--- src/rtl/term_pkg.sv ---
package term_pkg;
    typedef enum logic { RX_EMPTY, RX_FULL } rx_state_t;
    typedef enum logic { TX_IDLE, TX_SEND } tx_state_t;
    typedef enum logic [2:0] { REG_RXC, REG_RXD, REG_TXC, REG_TXD, REG_NONE } reg_sel_t;

    localparam int unsigned RDY_BIT = 0;
    localparam int unsigned IE_BIT  = 1;
endpackage

--- src/rtl/term_addr_dec.sv ---
module term_addr_dec
    import term_pkg::*;
#(
    parameter int unsigned ADDR_W = 32,
    parameter logic [ADDR_W-1:0] BASE = 32'hFFFF_0000
) (
    input  logic [ADDR_W-1:0] addr,
    output reg_sel_t          sel
);
    localparam int unsigned WIN_LSB = 4;

    logic in_win;
    assign in_win = (addr[ADDR_W-1:WIN_LSB] == BASE[ADDR_W-1:WIN_LSB]) && (addr[1:0] == 2'b00);

    always_comb begin
        sel = REG_NONE;
        if (in_win) begin
            unique case (addr[3:2])
                2'd0: sel = REG_RXC;
                2'd1: sel = REG_RXD;
                2'd2: sel = REG_TXC;
                2'd3: sel = REG_TXD;
            endcase
        end
    end
endmodule

--- src/rtl/term_rx_chan.sv ---
module term_rx_chan
    import term_pkg::*;
#(
    parameter int unsigned CHAR_W = 8
) (
    input  logic              clk,
    input  logic              rst_n,
    input  logic              kb_valid,
    input  logic [CHAR_W-1:0] kb_data,
    output logic              kb_ready,
    input  logic              take,
    input  logic              ie_wr,
    input  logic              ie_val,
    output logic              ready,
    output logic              ie,
    output logic [CHAR_W-1:0] hold
);
    rx_state_t state_q, state_d;
    logic accept;

    assign accept = kb_valid && kb_ready;

    always_ff @(posedge clk or negedge rst_n) begin
        if (!rst_n) state_q <= RX_EMPTY;
        else        state_q <= state_d;
    end

    always_comb begin
        state_d = state_q;
        unique case (state_q)
            RX_EMPTY: if (accept) state_d = RX_FULL;
            RX_FULL:  if (take)   state_d = RX_EMPTY;
        endcase
    end

    always_comb begin
        kb_ready = 1'b0;
        ready    = 1'b0;
        unique case (state_q)
            RX_EMPTY: kb_ready = 1'b1;
            RX_FULL:  ready    = 1'b1;
        endcase
    end

    always_ff @(posedge clk or negedge rst_n) begin
        if (!rst_n) begin
            hold <= '0;
            ie   <= 1'b0;
        end else begin
            if (accept) hold <= kb_data;
            if (ie_wr)  ie   <= ie_val;
        end
    end


    rx_capture_chk: assert property (@(posedge clk) disable iff (!rst_n)
        accept |=> (ready && hold == $past(kb_data)));

    rx_no_overwrite_chk: assert property (@(posedge clk) disable iff (!rst_n)
        (ready && !take) |=> (ready && $stable(hold)));

    rx_take_clears_chk: assert property (@(posedge clk) disable iff (!rst_n)
        (ready && take) |=> !ready);
endmodule

--- src/rtl/term_tx_chan.sv ---
module term_tx_chan
    import term_pkg::*;
#(
    parameter int unsigned CHAR_W = 8
) (
    input  logic              clk,
    input  logic              rst_n,
    input  logic              launch_req,
    input  logic [CHAR_W-1:0] launch_char,
    input  logic              ie_wr,
    input  logic              ie_val,
    output logic              disp_valid,
    output logic [CHAR_W-1:0] disp_data,
    input  logic              disp_ready,
    output logic              ready,
    output logic              ie
);
    tx_state_t state_q, state_d;
    logic launch;

    assign launch = launch_req && (state_q == TX_IDLE);

    always_ff @(posedge clk or negedge rst_n) begin
        if (!rst_n) state_q <= TX_IDLE;
        else        state_q <= state_d;
    end

    always_comb begin
        state_d = state_q;
        unique case (state_q)
            TX_IDLE: if (launch)     state_d = TX_SEND;
            TX_SEND: if (disp_ready) state_d = TX_IDLE;
        endcase
    end

    always_comb begin
        ready      = 1'b0;
        disp_valid = 1'b0;
        unique case (state_q)
            TX_IDLE: ready      = 1'b1;
            TX_SEND: disp_valid = 1'b1;
        endcase
    end

    always_ff @(posedge clk or negedge rst_n) begin
        if (!rst_n) begin
            disp_data <= '0;
            ie        <= 1'b0;
        end else begin
            if (launch) disp_data <= launch_char;
            if (ie_wr)  ie        <= ie_val;
        end
    end


    tx_launch_chk: assert property (@(posedge clk) disable iff (!rst_n)
        (launch_req && ready) |=> (disp_valid && disp_data == $past(launch_char)));

    tx_hold_stable_chk: assert property (@(posedge clk) disable iff (!rst_n)
        (disp_valid && !disp_ready) |=> (disp_valid && $stable(disp_data)));

    tx_drain_chk: assert property (@(posedge clk) disable iff (!rst_n)
        (disp_valid && disp_ready) |=> (ready && !disp_valid));

    tx_busy_ignore_chk: assert property (@(posedge clk) disable iff (!rst_n)
        (disp_valid && launch_req) |=> $stable(disp_data));
endmodule

--- src/rtl/term_mmio_ctrl.sv ---
module term_mmio_ctrl
    import term_pkg::*;
#(
    parameter int unsigned ADDR_W = 32,
    parameter int unsigned DATA_W = 32,
    parameter int unsigned CHAR_W = 8,
    parameter logic [ADDR_W-1:0] BASE = 32'hFFFF_0000
) (
    input  logic                clk,
    input  logic                rst_n,
    input  logic                bus_sel,
    input  logic                bus_we,
    input  logic [DATA_W/8-1:0] bus_be,
    input  logic [ADDR_W-1:0]   bus_addr,
    input  logic [DATA_W-1:0]   bus_wdata,
    output logic [DATA_W-1:0]   bus_rdata,
    input  logic                kb_valid,
    input  logic [CHAR_W-1:0]   kb_data,
    output logic                kb_ready,
    output logic                disp_valid,
    output logic [CHAR_W-1:0]   disp_data,
    input  logic                disp_ready,
    output logic                irq
);
    reg_sel_t sel;
    logic rd, wr, lane0;
    logic rx_ready, rx_ie, tx_ready, tx_ie;
    logic [CHAR_W-1:0] rx_hold;

    term_addr_dec #(.ADDR_W(ADDR_W), .BASE(BASE)) u_dec (
        .addr (bus_addr),
        .sel  (sel)
    );

    assign rd    = bus_sel && !bus_we;
    assign wr    = bus_sel &&  bus_we;
    assign lane0 = bus_be[0];

    term_rx_chan #(.CHAR_W(CHAR_W)) u_rx (
        .clk      (clk),
        .rst_n    (rst_n),
        .kb_valid (kb_valid),
        .kb_data  (kb_data),
        .kb_ready (kb_ready),
        .take     (rd && sel == REG_RXD),
        .ie_wr    (wr && lane0 && sel == REG_RXC),
        .ie_val   (bus_wdata[IE_BIT]),
        .ready    (rx_ready),
        .ie       (rx_ie),
        .hold     (rx_hold)
    );

    term_tx_chan #(.CHAR_W(CHAR_W)) u_tx (
        .clk         (clk),
        .rst_n       (rst_n),
        .launch_req  (wr && lane0 && sel == REG_TXD),
        .launch_char (bus_wdata[CHAR_W-1:0]),
        .ie_wr       (wr && lane0 && sel == REG_TXC),
        .ie_val      (bus_wdata[IE_BIT]),
        .disp_valid  (disp_valid),
        .disp_data   (disp_data),
        .disp_ready  (disp_ready),
        .ready       (tx_ready),
        .ie          (tx_ie)
    );

    always_comb begin
        bus_rdata = '0;
        if (rd) begin
            unique case (sel)
                REG_RXC: begin
                    bus_rdata[RDY_BIT] = rx_ready;
                    bus_rdata[IE_BIT]  = rx_ie;
                end
                REG_RXD: bus_rdata[CHAR_W-1:0] = rx_hold;
                REG_TXC: begin
                    bus_rdata[RDY_BIT] = tx_ready;
                    bus_rdata[IE_BIT]  = tx_ie;
                end
                REG_TXD, REG_NONE: bus_rdata = '0;
            endcase
        end
    end

    assign irq = (rx_ready && rx_ie) || (tx_ready && tx_ie);


    ctrl_upper_zero_chk: assert property (@(posedge clk) disable iff (!rst_n)
        (rd && (sel == REG_RXC || sel == REG_TXC)) |-> (bus_rdata[DATA_W-1:2] == '0));

    unmapped_zero_chk: assert property (@(posedge clk) disable iff (!rst_n)
        (rd && sel == REG_NONE) |-> (bus_rdata == '0));

    irq_rx_level_chk: assert property (@(posedge clk) disable iff (!rst_n)
        (kb_valid && kb_ready && rx_ie && !(wr && sel == REG_RXC)) |=> irq);
endmodule

--- config.mk ---
export PLATFORM = sky130hd
export DESIGN_NAME = term_mmio_ctrl
export DESIGN_NICKNAME = d
export VERILOG_FILES = /design/src/rtl/term_pkg.sv /design/src/rtl/term_addr_dec.sv /design/src/rtl/term_rx_chan.sv /design/src/rtl/term_tx_chan.sv /design/src/rtl/term_mmio_ctrl.sv
export SDC_FILE = /design/constraint.sdc
export NUM_CORES = 1
export LEC_CHECK = 0
export BUFFER_PORTS_ARGS = -buffer_cell sky130_fd_sc_hd__buf_2
export CAP_MARGIN = 25
export CORE_MARGIN = 2
export CORE_UTILIZATION = 41
export CTS_BUF_LIST = sky130_fd_sc_hd__clkbuf_2 sky130_fd_sc_hd__clkbuf_4 sky130_fd_sc_hd__clkbuf_8
export CTS_CLUSTER_SIZE = 25
export DETAILED_ROUTE_END_ITERATION = 10
export GPL_TIMING_DRIVEN = 0
export PLACE_DENSITY = 0.89
export SLEW_MARGIN = 20
export SYNTH_ARGS = -nofsm -noshare
export SYNTH_HDL_FRONTEND = slang
export SYNTH_HIERARCHICAL = 1
export SYNTH_SLANG_ARGS = --single-unit
--- constraint.sdc ---
create_clock -name clk -period 2.85 [get_ports clk]
set_clock_uncertainty 0.05 [all_clocks]
set_input_delay 0.285 -clock clk [delete_from_list [all_inputs] [get_ports clk]]
set_output_delay 0.285 -clock clk [all_outputs]
set_load 0.02 [all_outputs]
== After elaboration in Yosys (flattened, before gate mapping) ==
Index checks and enable logic that the tools add are counted.
Cells by class
  div/mod/pow operators: 0
  $mul: 0
  add/subtract/negate cells: 0
  muxes and demuxes: 15
  eq/ne operators: 8
  bitwise gates (word level): 2
  $lt $le $gt $ge: 0
  shifts and indexed selects: 0
  reductions and logical operators: 18
Operators with widths (number)
  equality test 28 bit, second input constant: 1
  logical AND 1 bit: 12
  one-hot mux 3 bit (4 select lines): 1
  2-to-1 mux 1 bit: 8
  2-to-1 mux 8 bit: 1
  one-hot mux 2 bit (4 select lines): 1
  equality test 3 x 2 -> 1 bit, second input constant: 2
  2-to-1 mux 6 bit: 1
  equality test 2 bit, second input constant: 2
  logical NOT 2 bit: 2
  one-hot mux 1 bit (2 select lines): 2
  equality test 3 x 1 -> 1 bit, second input constant: 1
  equality test 3 bit, second input constant: 1
  logical NOT 3 bit: 1
  2-to-1 mux 3 bit: 1
  equality test 2 x 1 -> 1 bit, second input constant: 1
  inverter 1 bit: 2
  OR reduction 2 bit: 1
  logical NOT 1 bit: 1
  logical OR 1 bit: 1
Storage, ports and cells
  bits of input ports: 82
  register bits after elaboration: 20
  logic and storage cells: 49
  bits in latches: 0
  memory bits (writable): 0
  memories kept: 0
  bits in read-only memories: 0

== Logic depth before layout (Yosys ltp) ==
Gate-level depths: netlist of the first run.
  depth after elaboration: 8
  mapped depth: 8
  depth with buffers taken out: 7

== Cells and area by module ==
The synthesis of the first run kept the hierarchy.
Modules (own cells, without submodules)
  term_rx_chan: area an instance 410.4 um^2, cells each 23, times used 1
  term_tx_chan: area an instance 410.4 um^2, cells each 23, times used 1
  term_mmio_ctrl: area an instance 372.9 um^2, cells each 53, times used 1
  term_addr_dec: area an instance 118.9 um^2, cells each 15, times used 1

== Worst setup path before layout of the first run ==
No wires, ideal clock.
  path type: input-to-reg
  start point: input port bus_addr[11]
  end point: register u_tx.disp_data[0]
  stages on the path: 8
  setup time: 0.125 ns
  data arrival time: 2.316 ns
  setup slack: 0.359 ns
  path through: or4b_4 > nor4_4 > nand4_1 > and4b_1 > and3_2 > nor2b_1 > buf_6 > mux2_4
On the way
  word-level cells in the longest chain between the ends: 6
Ends and longest elaborated chain
  from (decl): line term_mmio_ctrl.sv:14  | input logic [ADDR_W-1:0] bus_addr,
  equality test 28 bit: line term_addr_dec.sv:13  | assign in_win = (addr[ADDR_W-1:WIN_LSB] == BASE[ADDR_W-1:WIN_LSB]) && (addr[1:0] == 2'b00);
  logical AND 1 bit: line term_addr_dec.sv:13
  2-to-1 mux 3 bit: line term_addr_dec.sv:17  | if (in_win) begin
  named net sel[2]: line term_mmio_ctrl.sv:25  | reg_sel_t sel;
  equality test 3 x 2 -> 1 bit: line term_mmio_ctrl.sv:56  | .launch_req (wr && lane0 && sel == REG_TXD),
  logical AND 1 bit: line term_mmio_ctrl.sv:56
  logical AND 1 bit: line term_tx_chan.sv:21  | assign launch = launch_req && (state_q == TX_IDLE);
  to (signal assigned): line term_tx_chan.sv:50  | if (launch) disp_data <= launch_char;
  to (decl): line term_tx_chan.sv:13  | output logic [CHAR_W-1:0] disp_data,
The timed path passes the listed nets, and every way through them passes these cells.
A chain may end at the register's enable or synchronous reset.

== Final worst setup path of the first run ==
  start point: input port bus_addr[11]
  end point: output port bus_rdata[0]
On the way
  word-level cells in the longest chain between the ends: 7
  elaborated cells between the ends (all ways): 11
Ends and longest elaborated chain
  equality test 28 bit *: line term_addr_dec.sv:13
  logical AND 1 bit *: line term_addr_dec.sv:13
  2-to-1 mux 3 bit *: line term_addr_dec.sv:17
  named net sel[0]: line term_mmio_ctrl.sv:25
  equality test 3 x 2 -> 1 bit / equality test 3 bit (equally long branches): line term_mmio_ctrl.sv:70  | unique case (sel)
  OR reduction 2 bit: line term_mmio_ctrl.sv:70
  one-hot mux 2 bit (4 select lines) *: line term_mmio_ctrl.sv:70
  2-to-1 mux 8 bit *: line term_mmio_ctrl.sv:69  | if (rd) begin
  to (decl): line term_mmio_ctrl.sv:16  | output logic [DATA_W-1:0] bus_rdata,
The timed path passes the listed nets; every way through them passes the cells marked *.

==> results_dict.tcl, run 1 <==
set metrics [dict create \
    place_congestion 0.769 \
    num-nets-final 298 \
    rsz0062_at_grt "no" \
    track_usage 0.147 \
    path_common_cell "buf_2" \
    grt_max_degree 21 \
    clk_latency_ns 0.29 \
    antenna_cells 0 \
    slowest_delay_ns 0.53 \
    synth_most_common_cell "buf_4" \
    cts_htree_levels 1 \
    die_w_um 60.6 \
    grt_pass1_vias 1023 \
    finalInstanceArea_sq_mm 0.00187 \
    viasPerCell 4.12 \
    slew_viol_final 0 \
    cts-hold-fix-buffers 1 \
    pin_count 125 \
    r2r_start "u_rx/state_q" \
    worst-r2r-setup-slack_ns 1.59 \
    maxCapViolations 0 \
    synth.ff_latch_count 20 \
    ctsResizeCount 0 \
    worst-path-buf-inv 2 \
    numCtsBuffers 3 \
    final.setup.tns_ns 0 \
    min_from "disp_ready" \
    hold-worst-slack_ns 0.105 \
    via_count 1067 \
    synth_fa_ha_area_frac 0.0172 \
    routed_wl_mm 2.72 \
    start_util 0.430 \
    cts-root-buf "clkbuf_4" \
    drt_iter0_drc 10 \
    p_leak_uw 0.00111 \
    clock-sinks 20 \
    syn_area_sq_mm 0.00131 \
    placed_area_sq_mm 0.00182 \
    wire_per_inst_um 10.5 \
    area_growth_pct 42.1 \
    power_uw 561 \
    min_path_type "in -> reg" \
    fillers 270 \
    yosys.area_share.simple 0.185 \
    utilization 0.611 \
    r2r_cells 3 \
    post_cts_buffers 0 \
    ys.flop_type "dfrtp_1" \
    whs_path_depth 2 \
    synth_edf_count 0 \
    yosys-top-cells-area "dfrtp_1 38%, mux2_4 18%, buf_4 14%" \
    status "finished, final reports clean" \
    clk_pin_slew_ns 0.10 \
    crit_arrival_ns 2.20 \
    place_hpwl_mm 2.35 \
    cp_max_fo 8 \
    postSynthAreaPerCell_sq_um 11.5 \
    drive_gt1_frac 0.600 \
    drc 0 \
    critPathTopFamily "simple AND/OR/NAND/NOR gates" \
    cp_cell_sequence "buf_2, or4b_4, nor4_4, and3_1, and2b_1, o311a_1, buf_2" \
    fin_crit_ns 2.54 \
    peakVddDrop_uv 159 \
    synthArstFlopShare 1.00 \
    criticalPathCategory "in -> out" \
    worstHoldEndpoint "u_tx/state_q" \
    synth_compound_area_frac 0.0410 \
    synthCells 114 \
    startpoint_type "primary input" \
    grt_pass1_wl_mm 4.17 \
    yosys_warnings 6 \
    setup_viol 0 \
    crit_path_top_delay_cell "or4b_4" \
    synth_common_cells "24 x buf_4, 20 x dfrtp_1, 16 x mux2_4" \
    synth_mux_area_frac 0.200 \
    synthXorXnorAreaFrac 0 \
    synth_top_area_frac 0.381 \
    powerDensity_mw_per_mm2 301 \
    max_freq_ghz 0.394 \
    die-area_sq_mm 0.00367 \
    synth_top_family_by_area "multiplexers" \
    yosysTopAreaCell "dfrtp_1" \
    antenna_found_initial 0 \
    coreArea_sq_mm 0.00305 \
    r2r-end "u_rx/hold[4]" \
    finalCritPeriodShare 0.891 \
    worstPathRequired_ns 2.52 \
    die_h_um 60.6 \
    firstDrtPassIters 4 \
    crit_path_end_kind "output pin" \
    num_rows 20 \
    cts_tree "done" \
    ys_types 28 \
    grt.overflow.total 0 \
    hold_violations 0 \
    cts_buffer_depth 2 \
    drtAntennaViolNets 0 \
    port_buffers 73 \
    ys_seq_area_frac 0.381 \
]
## state kept, by name (all words and copies together) (netlist names)
name            flops
u_tx/state_q        1
u_tx/disp_data      8
u_rx/hold           8
u_tx/ie             1
u_rx/ie             1
u_rx/state_q        1
## placed cells by master (no fill, tap or decap), drive strengths merged, types with 3 or more instances in the layout
cell type | netlist | routed
nor2 | 3 | 3
nand4b | 3 | 3
mux2 | 18 | 18
and2 | 6 | 6
dfrtp | 20 | 20
inv | 5 | 5
and2b | 3 | 3
clkbuf | 0 | 4
conb | 1 | 24
nor2b | 3 | 3
nor4 | 3 | 3
buf | 27 | 100
and3 | 6 | 6
## worst register-to-register path, cell delays in order (launching register included)
cell and delay [ns]:
dfrtp_1 0.44, nor2b_1 0.17, buf_6 0.18, mux2_4 0.31
## per-layer routing
layer	wire, um	track usage	vias up
met1	1070	0.151	473
li1	-	-	548
met3	216	0.0405	2
met2	1420	0.292	44
met4	9	0.0311	0
met5	0	0	-
## worst max path at each step
stage                       from  cells past startpoint  slack, ns           endpoint
floorplan           bus_addr[11]                      8       0.36  u_tx/disp_data[0]
global placement    bus_addr[11]                      9       0.09  u_tx/disp_data[7]
detailed placement  bus_addr[11]                      9       0.08  u_tx/disp_data[7]
CTS                 bus_addr[11]                      7       0.30       bus_rdata[0]
global route        bus_addr[11]                      9       0.19       bus_rdata[4]
finish              bus_addr[11]                      7       0.31       bus_rdata[0]
## cell type report
cell class / count / area, sq um / area share
Multi-Input combinational cell: 85 / 672 / 0.360
Sequential cell: 20 / 500 / 0.268
Timing Repair Buffer: 74 / 375 / 0.201
Buffer: 27 / 208 / 0.111
Tap cell: 44 / 55.1 / 0.0295
Clock buffer: 4 / 36.3 / 0.0195
Inverter: 5 / 18.8 / 0.0101
## metrics by stage
stage	setup slack (ns)	std cells
2_1_floorplan	0.359	137
3_3_place_gp	0.0915	254
3_5_place_dp	0.0812	254
4_1_cts	0.302	259
5_1_grt	0.187	259
6_report	0.311	259
## where the power goes
part | internal, uW | leakage, uW | switching [uW] | total [uW]
Combinational | 59.4 | 0.000821 | 53.0 | 112
Sequential | 289 | 0.000266 | 3.36 | 293
Clock | 77.8 | 0.0000210 | 78.2 | 156
Total | 427 | 0.00111 | 135 | 561
## cell families after synthesis
kind of cell / Yosys count
fa+ha+maj: 2
other cells: 1
flops: 20
compound gates: 7
simple gates: 34
buf+inv: 32
mux: 18
Power figures use the tool's default switching activity.
==> run 2, diff against run 1 <==
CORE_MARGIN = default   (was 2)
==> run 2 against run 1 <==
  * Utilization increased by 0.53 points
  * Combinational power about the same
  * Largest power group unchanged
  * Critical path depth unchanged
  * Worst hold slack got worse by 0.011 ns
  * Global-route usage increased by 0.20 points
  * Non-clock buffer count unchanged
==> results_dict.tcl, run 2 (synthesized netlist as in run 1, its figures left out) <==
set metrics [dict create \
    status "finished, final reports clean" \
    num-nets-final 298 \
    track_usage 0.149 \
    drt_iter0_drc 16 \
    cp.depth 7 \
    finalCritPeriodShare 0.887 \
    grt_pass1_wl_mm 4.00 \
    place_congestion 0.786 \
    crit_arrival_ns 2.19 \
    worst-r2r-setup-slack_ns 1.63 \
    area_growth_pct 43.4 \
    clk_latency_ns 0.29 \
    numCtsBuffers 3 \
    worstPathRequired_ns 2.52 \
    min_from "disp_ready" \
    setup_viol 0 \
    start_util 0.430 \
    worstHoldEndpoint "u_tx/state_q" \
    r2r_cells 3 \
    grt_max_degree 21 \
    cts_buffer_depth 2 \
    cp_cell_sequence "buf_2, or4b_4, nor4_4, and3_1, and2b_1, o311a_1, buf_2" \
    port_buffers 73 \
    rsz0062_at_grt "no" \
    via_count 1050 \
    firstDrtPassIters 2 \
    antenna_found_initial 0 \
    final.setup.tns_ns 0 \
    cts_htree_levels 1 \
    powerDensity_mw_per_mm2 332 \
    grt.overflow.total 0 \
    criticalPathCategory "in -> out" \
    critPathTopFamily "simple AND/OR/NAND/NOR gates" \
    drive_gt1_frac 0.600 \
    peakVddDrop_uv 221 \
    wire_per_inst_um 9.43 \
    clock-sinks 20 \
    worst-path-buf-inv 2 \
    clk_pin_slew_ns 0.11 \
    place_hpwl_mm 2.11 \
    viasPerCell 4.05 \
    utilization 0.616 \
    hold-worst-slack_ns 0.0939 \
    cts_tree "done" \
    startpoint_type "primary input" \
    cp_max_fo 8 \
    drtAntennaViolNets 0 \
    mostFrequentLayoutCells "74 x buf_2, 24 x buf_4, 24 x conb_1" \
    min_path_type "in -> reg" \
    die_w_um 58.6 \
    r2r-end "u_rx/hold[2]" \
    crit_path_top_delay_cell "or4b_4" \
    antenna_cells 0 \
    maxCapViolations 0 \
    slew_viol_final 0 \
    post_cts_buffers 0 \
    max_freq_ghz 0.396 \
    r2r_start "u_rx/state_q" \
    biggestRegsByFlops "u_rx/hold (8), u_tx/disp_data (8)" \
    die-area_sq_mm 0.00343 \
    p_leak_uw 0.00111 \
    fin_crit_ns 2.53 \
    crit_path_end_kind "output pin" \
    slowest_delay_ns 0.53 \
    num_rows 20 \
    final_common_cell "buf_2" \
    cts-root-buf "clkbuf_4" \
    pin_count 125 \
    place_ws_ns 0.0778 \
    die_h_um 58.6 \
    setup_ws_ns 0.323 \
    drc 0 \
    whs_path_depth 2 \
    grt_pass1_vias 949 \
    hold_violations 0 \
    coreArea_sq_mm 0.00305 \
    path_common_cell "buf_2" \
    routed_wl_mm 2.44 \
]
-- run 2: changes by cell type in the layout (fill, tap and decap cells not counted) --
cell	delta
bufinv_16	+1
clkbuf_8	-1
-- run 2: power breakdown --
| part | total (uW) | internal, uW | switching, uW |
|---|---|---|---|
| Sequential | 293 | 289 | 3.17 |
| Combinational | 112 | 59.4 | 52.2 |
| Clock | 220 | 142 | 78.3 |
| Total | 625 | 491 | 134 |
-- run 2: worst max-delay path by stage --
stage / to / startpoint
2_1_floorplan: u_tx/disp_data[0] / bus_addr[11]
3_3_place_gp: u_tx/disp_data[7] / bus_addr[11]
3_5_place_dp: u_tx/disp_data[3] / bus_addr[11]
4_1_cts: bus_rdata[0] / bus_addr[11]
5_1_grt: bus_rdata[3] / bus_addr[11]
6_report: bus_rdata[0] / bus_addr[11]
-- run 2: cell type report --
class | instances | area, sq um
inverter | 5 | 18.8
timing repair buffer | 74 | 375
fill | 278 | 1170
clock inverter | 1 | 30.0
clock buffer | 3 | 22.5
multi-input combinational | 85 | 672
tap | 44 | 55.1
buffer | 27 | 208
sequential | 20 | 500
-- run 2: metrics by stage --
step	power [uW]	instance area, sq um	std cells
2_1_floorplan	364	1400	137
3_5_place_dp	408	1820	254
3_3_place_gp	406	1820	254
6_report	625	1880	259
4_1_cts	632	1880	259
5_1_grt	656	1880	259
-- run 2: per-layer routing --
| layer | share of wire | global-route usage |
|---|---|---|
| met2 | 0.48 | 0.263 |
| met5 | 0 | 0 |
| met1 | 0.44 | 0.186 |
| met3 | 0.070 | 0.0418 |
| met4 | 0.0057 | 0.0204 |
-- run 2: repair_timing --
item,in CTS,in global routing
hold endpoints to repair,20,0
hold buffers,1,0
resized for setup,0,0
endpoints found under the setup margin,0,0
